<file path="src/rtl/gpio_pkg.sv">
package gpio_pkg;
  localparam int REG_DATA = 0;
  localparam int REG_DIR  = 1;
  localparam int REG_PULL = 2;
  localparam int REG_CTL  = 3;
endpackage

</file>
<file path="src/rtl/gpio_sync.sv">
module gpio_sync #(
  parameter int WIDTH  = 8,
  parameter int STAGES = 2
) (
  input  logic             clk,
  input  logic             rst,
  input  logic [WIDTH-1:0] d,
  output logic [WIDTH-1:0] q
);
  logic [WIDTH-1:0] stage_q [STAGES];

  always_ff @(posedge clk) begin
    if (rst) begin
      for (int s = 0; s < STAGES; s++) stage_q[s] <= '0;
    end else begin
      stage_q[0] <= d;
      for (int s = 1; s < STAGES; s++) stage_q[s] <= stage_q[s-1];
    end
  end

  assign q = stage_q[STAGES-1];
endmodule

</file>
<file path="src/rtl/gpio_regs.sv">
module gpio_regs
  import gpio_pkg::*;
#(
  parameter int WIDTH  = 8,
  parameter int ADDR_W = 3,
  parameter int PAIR_A = 1,
  parameter int PAIR_B = 2
) (
  input  logic              clk,
  input  logic              rst,
  input  logic              wr_en,
  input  logic [ADDR_W-1:0] addr,
  input  logic [WIDTH-1:0]  wdata,
  output logic [WIDTH-1:0]  data_q,
  output logic [WIDTH-1:0]  data_late_q,
  output logic [WIDTH-1:0]  dir_q,
  output logic [WIDTH-1:0]  pull_q,
  output logic              slow_q,
  output logic              pair_q
);
  logic hit_data, hit_dir, hit_pull, hit_ctl;

  assign hit_data = wr_en && (addr == ADDR_W'(REG_DATA));
  assign hit_dir  = wr_en && (addr == ADDR_W'(REG_DIR));
  assign hit_pull = wr_en && (addr == ADDR_W'(REG_PULL));
  assign hit_ctl  = wr_en && (addr == ADDR_W'(REG_CTL));

  always_ff @(posedge clk) begin
    if (rst) begin
      data_q      <= '0;
      data_late_q <= '0;
      dir_q       <= '0;
      pull_q      <= '0;
      slow_q      <= 1'b0;
      pair_q      <= 1'b0;
    end else begin
      data_late_q <= data_q;
      if (hit_data) begin
        data_q <= wdata;
        pair_q <= (wdata[PAIR_A] == wdata[PAIR_B]);
      end
      if (hit_dir)  dir_q  <= wdata;
      if (hit_pull) pull_q <= wdata;
      if (hit_ctl)  slow_q <= wdata[0];
    end
  end
endmodule

</file>
<file path="src/rtl/gpio_pad_ctrl.sv">
module gpio_pad_ctrl #(
  parameter int               WIDTH     = 8,
  parameter logic [WIDTH-1:0] OD_MASK   = 8'h06,
  parameter logic [WIDTH-1:0] SLOW_MASK = 8'h06,
  parameter int               LATE_PIN  = 2
) (
  input  logic [WIDTH-1:0] data_q,
  input  logic [WIDTH-1:0] data_late_q,
  input  logic [WIDTH-1:0] dir_q,
  input  logic [WIDTH-1:0] pull_q,
  input  logic             slow_q,
  output logic [WIDTH-1:0] pad_oe,
  output logic [WIDTH-1:0] pad_out,
  output logic [WIDTH-1:0] pad_pull,
  output logic [WIDTH-1:0] pad_slow
);
  for (genvar i = 0; i < WIDTH; i++) begin : g_pin
    logic d_eff;
    if (i == LATE_PIN) begin : g_late
      assign d_eff = slow_q ? data_late_q[i] : data_q[i];
    end else begin : g_norm
      assign d_eff = data_q[i];
    end

    if (OD_MASK[i]) begin : g_od
      assign pad_oe[i]   = dir_q[i] & ~d_eff;
      assign pad_out[i]  = 1'b0;
      assign pad_pull[i] = pull_q[i];
    end else begin : g_pp
      assign pad_oe[i]   = dir_q[i];
      assign pad_out[i]  = d_eff;
      assign pad_pull[i] = pull_q[i] & ~dir_q[i];
    end

    if (SLOW_MASK[i]) begin : g_slow
      assign pad_slow[i] = slow_q & dir_q[i];
    end else begin : g_fast
      assign pad_slow[i] = 1'b0;
    end
  end
endmodule

</file>
<file path="src/rtl/gpio_port_ctrl.sv">
module gpio_port_ctrl
  import gpio_pkg::*;
#(
  parameter int               WIDTH     = 8,
  parameter int               ADDR_W    = 3,
  parameter logic [WIDTH-1:0] OD_MASK   = 8'h06,
  parameter logic [WIDTH-1:0] SLOW_MASK = 8'h06,
  parameter int               LATE_PIN  = 2,
  parameter int               PAIR_A    = 1,
  parameter int               PAIR_B    = 2,
  parameter int               SYNC_LEN  = 2
) (
  input  logic              clk,
  input  logic              rst,
  input  logic              wr_en,
  input  logic [ADDR_W-1:0] addr,
  input  logic [WIDTH-1:0]  wdata,
  output logic [WIDTH-1:0]  rdata,
  input  logic [WIDTH-1:0]  pin_in,
  output logic [WIDTH-1:0]  pad_oe,
  output logic [WIDTH-1:0]  pad_out,
  output logic [WIDTH-1:0]  pad_pull,
  output logic [WIDTH-1:0]  pad_slow,
  output logic              pair_match
);
  logic [WIDTH-1:0] data_q, data_late_q, dir_q, pull_q, pin_sync;
  logic             slow_q;

  gpio_regs #(.WIDTH(WIDTH), .ADDR_W(ADDR_W), .PAIR_A(PAIR_A), .PAIR_B(PAIR_B)) u_regs (
    .clk(clk), .rst(rst), .wr_en(wr_en), .addr(addr), .wdata(wdata),
    .data_q(data_q), .data_late_q(data_late_q), .dir_q(dir_q),
    .pull_q(pull_q), .slow_q(slow_q), .pair_q(pair_match)
  );

  gpio_sync #(.WIDTH(WIDTH), .STAGES(SYNC_LEN)) u_sync (
    .clk(clk), .rst(rst), .d(pin_in), .q(pin_sync)
  );

  gpio_pad_ctrl #(.WIDTH(WIDTH), .OD_MASK(OD_MASK), .SLOW_MASK(SLOW_MASK),
                  .LATE_PIN(LATE_PIN)) u_pad (
    .data_q(data_q), .data_late_q(data_late_q), .dir_q(dir_q), .pull_q(pull_q),
    .slow_q(slow_q), .pad_oe(pad_oe), .pad_out(pad_out), .pad_pull(pad_pull),
    .pad_slow(pad_slow)
  );

  always_comb begin
    rdata = '0;
    if (addr == ADDR_W'(REG_DATA))      rdata = (dir_q & data_q) | (~dir_q & pin_sync);
    else if (addr == ADDR_W'(REG_DIR))  rdata = dir_q;
    else if (addr == ADDR_W'(REG_PULL)) rdata = pull_q;
    else if (addr == ADDR_W'(REG_CTL))  rdata = {{(WIDTH-1){1'b0}}, slow_q};
  end
endmodule

</file>
<file path="config.mk">
export PLATFORM = sky130hd
export DESIGN_NAME = gpio_port_ctrl
export DESIGN_NICKNAME = d
export VERILOG_FILES = /design/src/rtl/gpio_pkg.sv /design/src/rtl/gpio_sync.sv /design/src/rtl/gpio_regs.sv /design/src/rtl/gpio_pad_ctrl.sv /design/src/rtl/gpio_port_ctrl.sv
export SDC_FILE = /design/constraint.sdc
export NUM_CORES = 1
export LEC_CHECK = 0
export BUFFER_PORTS_ARGS = -buffer_cell sky130_fd_sc_hd__buf_2
export CAP_MARGIN = 20
export CORE_ASPECT_RATIO = 1.25
export CORE_UTILIZATION = 40
export CTS_BUF_LIST = sky130_fd_sc_hd__clkbuf_8
export CTS_CLUSTER_DIAMETER = 40
export DETAILED_ROUTE_END_ITERATION = 8
export PLACE_DENSITY = 0.66
export SYNTH_ARGS = -nofsm -noshare
export SYNTH_HDL_FRONTEND = slang
export SYNTH_SLANG_ARGS = --single-unit
</file>
<file path="constraint.sdc">
create_clock -name clk -period 1.9 [get_ports clk]
set_input_delay 0.19 -clock clk [delete_from_list [all_inputs] [get_ports clk]]
set_output_delay 0.19 -clock clk [all_outputs]
set_load 0.02 [all_outputs]
</file>
### After elaboration in Yosys (flattened, before gate mapping)

Memory sizes are Yosys's and may differ from the RTL's.
Index checks and enable logic that the tools add are counted.

* eq/ne operators: 4
* multiplexer cells: 10
* bitwise logic cells: 24
* reductions and logical operators: 5

Operators by type and width (number)
* $mux W8: 5
* $and A8 B8 Y8: 2
* $and A1 B1 Y1: 10
* $not A1 Y1: 8
* $not A8 Y8: 1
* $or A8 B8 Y8: 1
* $eq A3 B2 Y1 const B: 2
* $mux W1: 5
* $logic_and A1 B1 Y1: 4
* $eq A3 B1 Y1 const B: 1
* $logic_not A3 Y1: 1
* $or A1 B1 Y1: 2
* $eq A1 B1 Y1: 1

* bits in registers: 29
* memory bits (writable): 16
* input port bits: 22
* output and inout port bits: 41
* memories kept: 1

Memories
* u_sync.stage_q: words 2, width 8, read ports 2, clocked after memory_dff 0, write ports 2, line gpio_sync.sv:10 `logic [WIDTH-1:0] stage_q [STAGES];`

### Longest topological paths before layout

* word-level depth: 5
* depth in mapped cells: 5
* depth with buffers taken out: 3

### By module

Synthesis repeated with hierarchy kept, for this count alone.

* cells, all modules: 226
* area total of the unflattened synthesis: 2204.6 um^2

Modules (own cells, without submodules)
* gpio_regs: times used 1, cells each 116, area an instance 1192.4 um^2
* gpio_sync: times used 1, cells each 41, area an instance 524.3 um^2
* gpio_pad_ctrl: times used 1, cells each 34, area an instance 244.0 um^2
* gpio_port_ctrl: times used 1, cells each 35, area an instance 244.0 um^2

### Least setup slack after synthesis

Ideal clock, no wire load.

* path kind: register -> output
* start point: register u_regs.dir_q[0]
* end point: output rdata[0]
* arrival: 1.088 ns
* required time: 1.710 ns
* path slack: 0.622 ns
* stages on the path, launching flop included: 4
* path buffers: 0
* path through: dfxtp_1 > o21a_1 > a211oi_1 > a211oi_1

* cells in the longest elaborated chain, start to end: 4
* elaborated cells between the ends (all ways): 6

Ends and longest elaborated chain
* start, declared: line gpio_regs.sv:16 `output logic [WIDTH-1:0] dir_q,`
* start signal, assigned: line gpio_regs.sv:42 `if (hit_dir) dir_q <= wdata;`
* $not A8 Y8: line gpio_port_ctrl.sv:48 `if (addr == ADDR_W'(REG_DATA)) rdata = (dir_q & data_q) | (~dir_q & pin_sync);`
* $and A8 B8 Y8: line gpio_port_ctrl.sv:48
* $or A8 B8 Y8: line gpio_port_ctrl.sv:48
* $mux W8 (*): line gpio_port_ctrl.sv:48
* end, declared: line gpio_port_ctrl.sv:18 `output logic [WIDTH-1:0] rdata,`

Mark *: on every way between the ends. The rest lies on a longest branch, timed or not.

### Worst setup path in the final report

Ends and elaborated chain as after synthesis.

==> impl_metrics.yaml <==
run_status:
  outcome: "complete, no violations"
timing:
  setup_viol: 0
  tightest_slew_ns: 0.7470
  hold_viol: 0
  period_minus_slack_ns: 1.530
  slew_violations: 0
  tns_ns: 0
  rsz0062_at_grt: "no"
  fmax_mhz: 653.7
  hold-worst-slack_ns: 0.1070
  post-route-period-util_pct: 80.51
  relSlewSlack_pct: 50.20
  finClkSkew_ns: 0.005463
worst_hold_path:
  hp-class: "in -> reg"
  holdCritStartpoint: "pin_in[0]"
  hold_depth: 2
  holdPathEnd: "u_sync.stage_q[0][0]"
logic_synthesis:
  synthFlopType: "dfxtp_1"
  synthMuxAreaShare_pct: 9.889
  synth-compound-area-share_pct: 10.34
  synth-simple-area-share_pct: 22.32
  synthArstFlopShare_pct: 0
  avgSynthCellArea_sq_um: 9.290
  yosysTopAreaCell: "dfxtp_1"
  netlist_top_cells_count: "43 x dfxtp_1, 24 x buf_4, 24 x nor2b_1"
  synth_fa_ha_area_share_pct: 0
  ys_types: 24
  synth.top_cells.by_area: "dfxtp_1 45%, mux2i_1 9.9%, buf_4 9.4%"
  netlist_area_sq_um: 1923
  synth_edf_count: 0
  synth-xor-area-share_pct: 0.4554
  yosysSeqAreaShare_pct: 44.76
  synth_cells: 207
  ys.warnings.count: 0
  yosys_register_bits: 43
  synth.top_cell.area_share_pct: 44.76
  synth_top_family_by_area: "simple AND/OR/NAND/NOR gates"
  post-synth-top-count-cell: "dfxtp_1"
grt:
  grt_max_degree: 44
  grtUsageTotal_pct: 15.81
  antenna_found_initial: 0
  grt_pass1_vias: 1299
  grt_pass1_wl_mm: 6.106
  grt_overflow: 0
drt:
  drc_errors: 0
  vias_per_cell: 4.572
  firstDrtPassIters: 4
  drtAntennaViolNets: 0
  drt_wl_total_mm: 3.791
  num_vias: 1390
  drt-initial-drc-count: 82
  wire_per_inst_um: 12.47
cts:
  cts_tree: "built"
  clk_pin_slew_ns: 0.07
  ctsResizeCount: 0
  holdBufCountCts: 0
  cts.sinks: 43
  clkLatencyLatePin_ns: 0.29
  post_cts_buffers: 0
  ctsHtreeMaxLevel: 2
  clockBufferDepth: 2
  ctsRootBufferMaster: "clkbuf_8"
  numCtsBuffers: 5
finish:
  syn_to_final_growth_pct: 12.88
  instances_no_fill: 304
  antenna_cells: 0
  layout.nets: 267
  drive_gt1_share_pct: 27.24
  design_area_sq_um: 2171
  final_util_pct: 48.32
pwr:
  power_density_nw_per_um2: 756.0
  power.leakage_nw: 0.9551
  irDropWorstVdd_uv: 411.5
worst_setup_path:
  r2r_slack_ns: 1.21
  end_kind: "primary output"
  critPathMaxFanout: 5
  r2r-start: "u_regs.slow_q"
  worst-setup-path-type: "reg -> out"
  start_kind: "flop"
  reg2regPathDepth: 2
  crit_required_ns: 1.71
  worst_ep_arrival_time_ns: 1.34
  timing.rr.end: "u_regs.slow_q"
placement:
  portBuffers: 54
  placed_cells: 296
  place_congestion: 0.7794
  place_area_sq_um: 2090
  dp_hpwl_mm: 2.641
floorplan:
  start_util_pct: 42.80
  die-area_sq_um: 5090
  rows: 27
  die_w_um: 64.02
  ios: 63
  die_h_um: 79.52
  core-area_sq_um: 4493
flow_run:
  maxCapViolCount: 0
layout make-up:
| type | instances | area, sq um |
|---|---|---|
| tap | 58 | 72.57 |
| sequential | 43 | 860.8 |
| clock inverter | 3 | 12.51 |
| timing repair buffer | 57 | 292.8 |
| fill | 469 | 2322 |
| clock buffer | 5 | 68.82 |
| multi-input combinational | 138 | 863.3 |
placed cells by master, fill, tap and decap left out, types with 2 or more instances in the layout:
cell type / netlist / routed
mux2i_1: 19 / 19
a22o_1: 7 / 7
and2_1: 3 / 3
nor2b_1: 24 / 24
nor2_1: 19 / 19
buf_4: 24 / 3
dfxtp_1: 43 / 43
clkbuf_8: 0 / 5
a21oi_1: 9 / 9
nand2b_1: 7 / 7
a211oi_1: 2 / 2
nand2_1: 18 / 18
inv_1: 0 / 2
conb_1: 1 / 8
buf_2: 2 / 54
o21ai_0: 14 / 14
worst max-delay path by stage:
stage,from,endpoint,slack [ns],cells past startpoint
4_1_cts,u_regs.dir_q[0],rdata[0],0.38,4
5_1_grt,u_regs.dir_q[0],rdata[0],0.25,4
3_5_place_dp,addr[0],u_regs.data_q[3],0.39,4
2_1_floorplan,u_regs.dir_q[0],rdata[0],0.62,3
6_report,u_regs.dir_q[0],rdata[0],0.37,4
3_3_place_gp,addr[0],u_regs.data_q[6],0.41,4
routing by layer:
layer / global-route usage, % / vias up / wire length [um]
li1: - / 730 / -
met5: 0 / - / 0
met1: 20.04 / 612 / 1828
met3: 4.429 / 6 / 174
met4: 6.591 / 0 / 55
met2: 25.00 / 42 / 1732
registers in the layout (all words and copies together) (netlist names):
register	cells
u_sync.stage_q	16
u_regs.data_q	8
u_regs.dir_q	8
u_regs.pair_q	1
u_regs.pull_q	8
u_regs.data_late_q	1
u_regs.slow_q	1
critical path: stages (launching register included):
cell and delay (ns):
dfxtp_1 0.40, o21a_1 0.14, a211oi_1 0.05, a211oi_1 0.25, buf_2 0.21
cells by family (layout without fill, tap and decap cells):
| family | Yosys count | after routing |
|---|---|---|
| XOR/XNOR | 1 | 1 |
| multiplexers | 19 | 19 |
| AND/OR/NAND/NOR | 77 | 77 |
| flip-flops | 43 | 43 |
| buffers and inverters | 33 | 65 |
| other | 1 | 8 |
| AO/OA/AOI/OAI | 33 | 33 |
per-stage QoR:
| stage | worst slack (ns) | total power (W) |
|---|---|---|
| 2_1_floorplan | 0.6216 | 0.001094 |
| 5_1_grt | 0.2486 | 0.001727 |
| 6_report | 0.3703 | 0.001641 |
| 3_3_place_gp | 0.4077 | 0.001131 |
| 3_5_place_dp | 0.3910 | 0.001134 |
| 4_1_cts | 0.3804 | 0.001666 |
where the power goes:
part	internal [W]	switching, W	total [W]
logic	0.0000652	0.000104	0.000169
clock network	0.000247	0.000282	0.000529
registers	0.000929	0.0000141	0.000943
total	0.00124	0.000400	0.00164
Note: power is estimated with default switching activity, not from simulation.
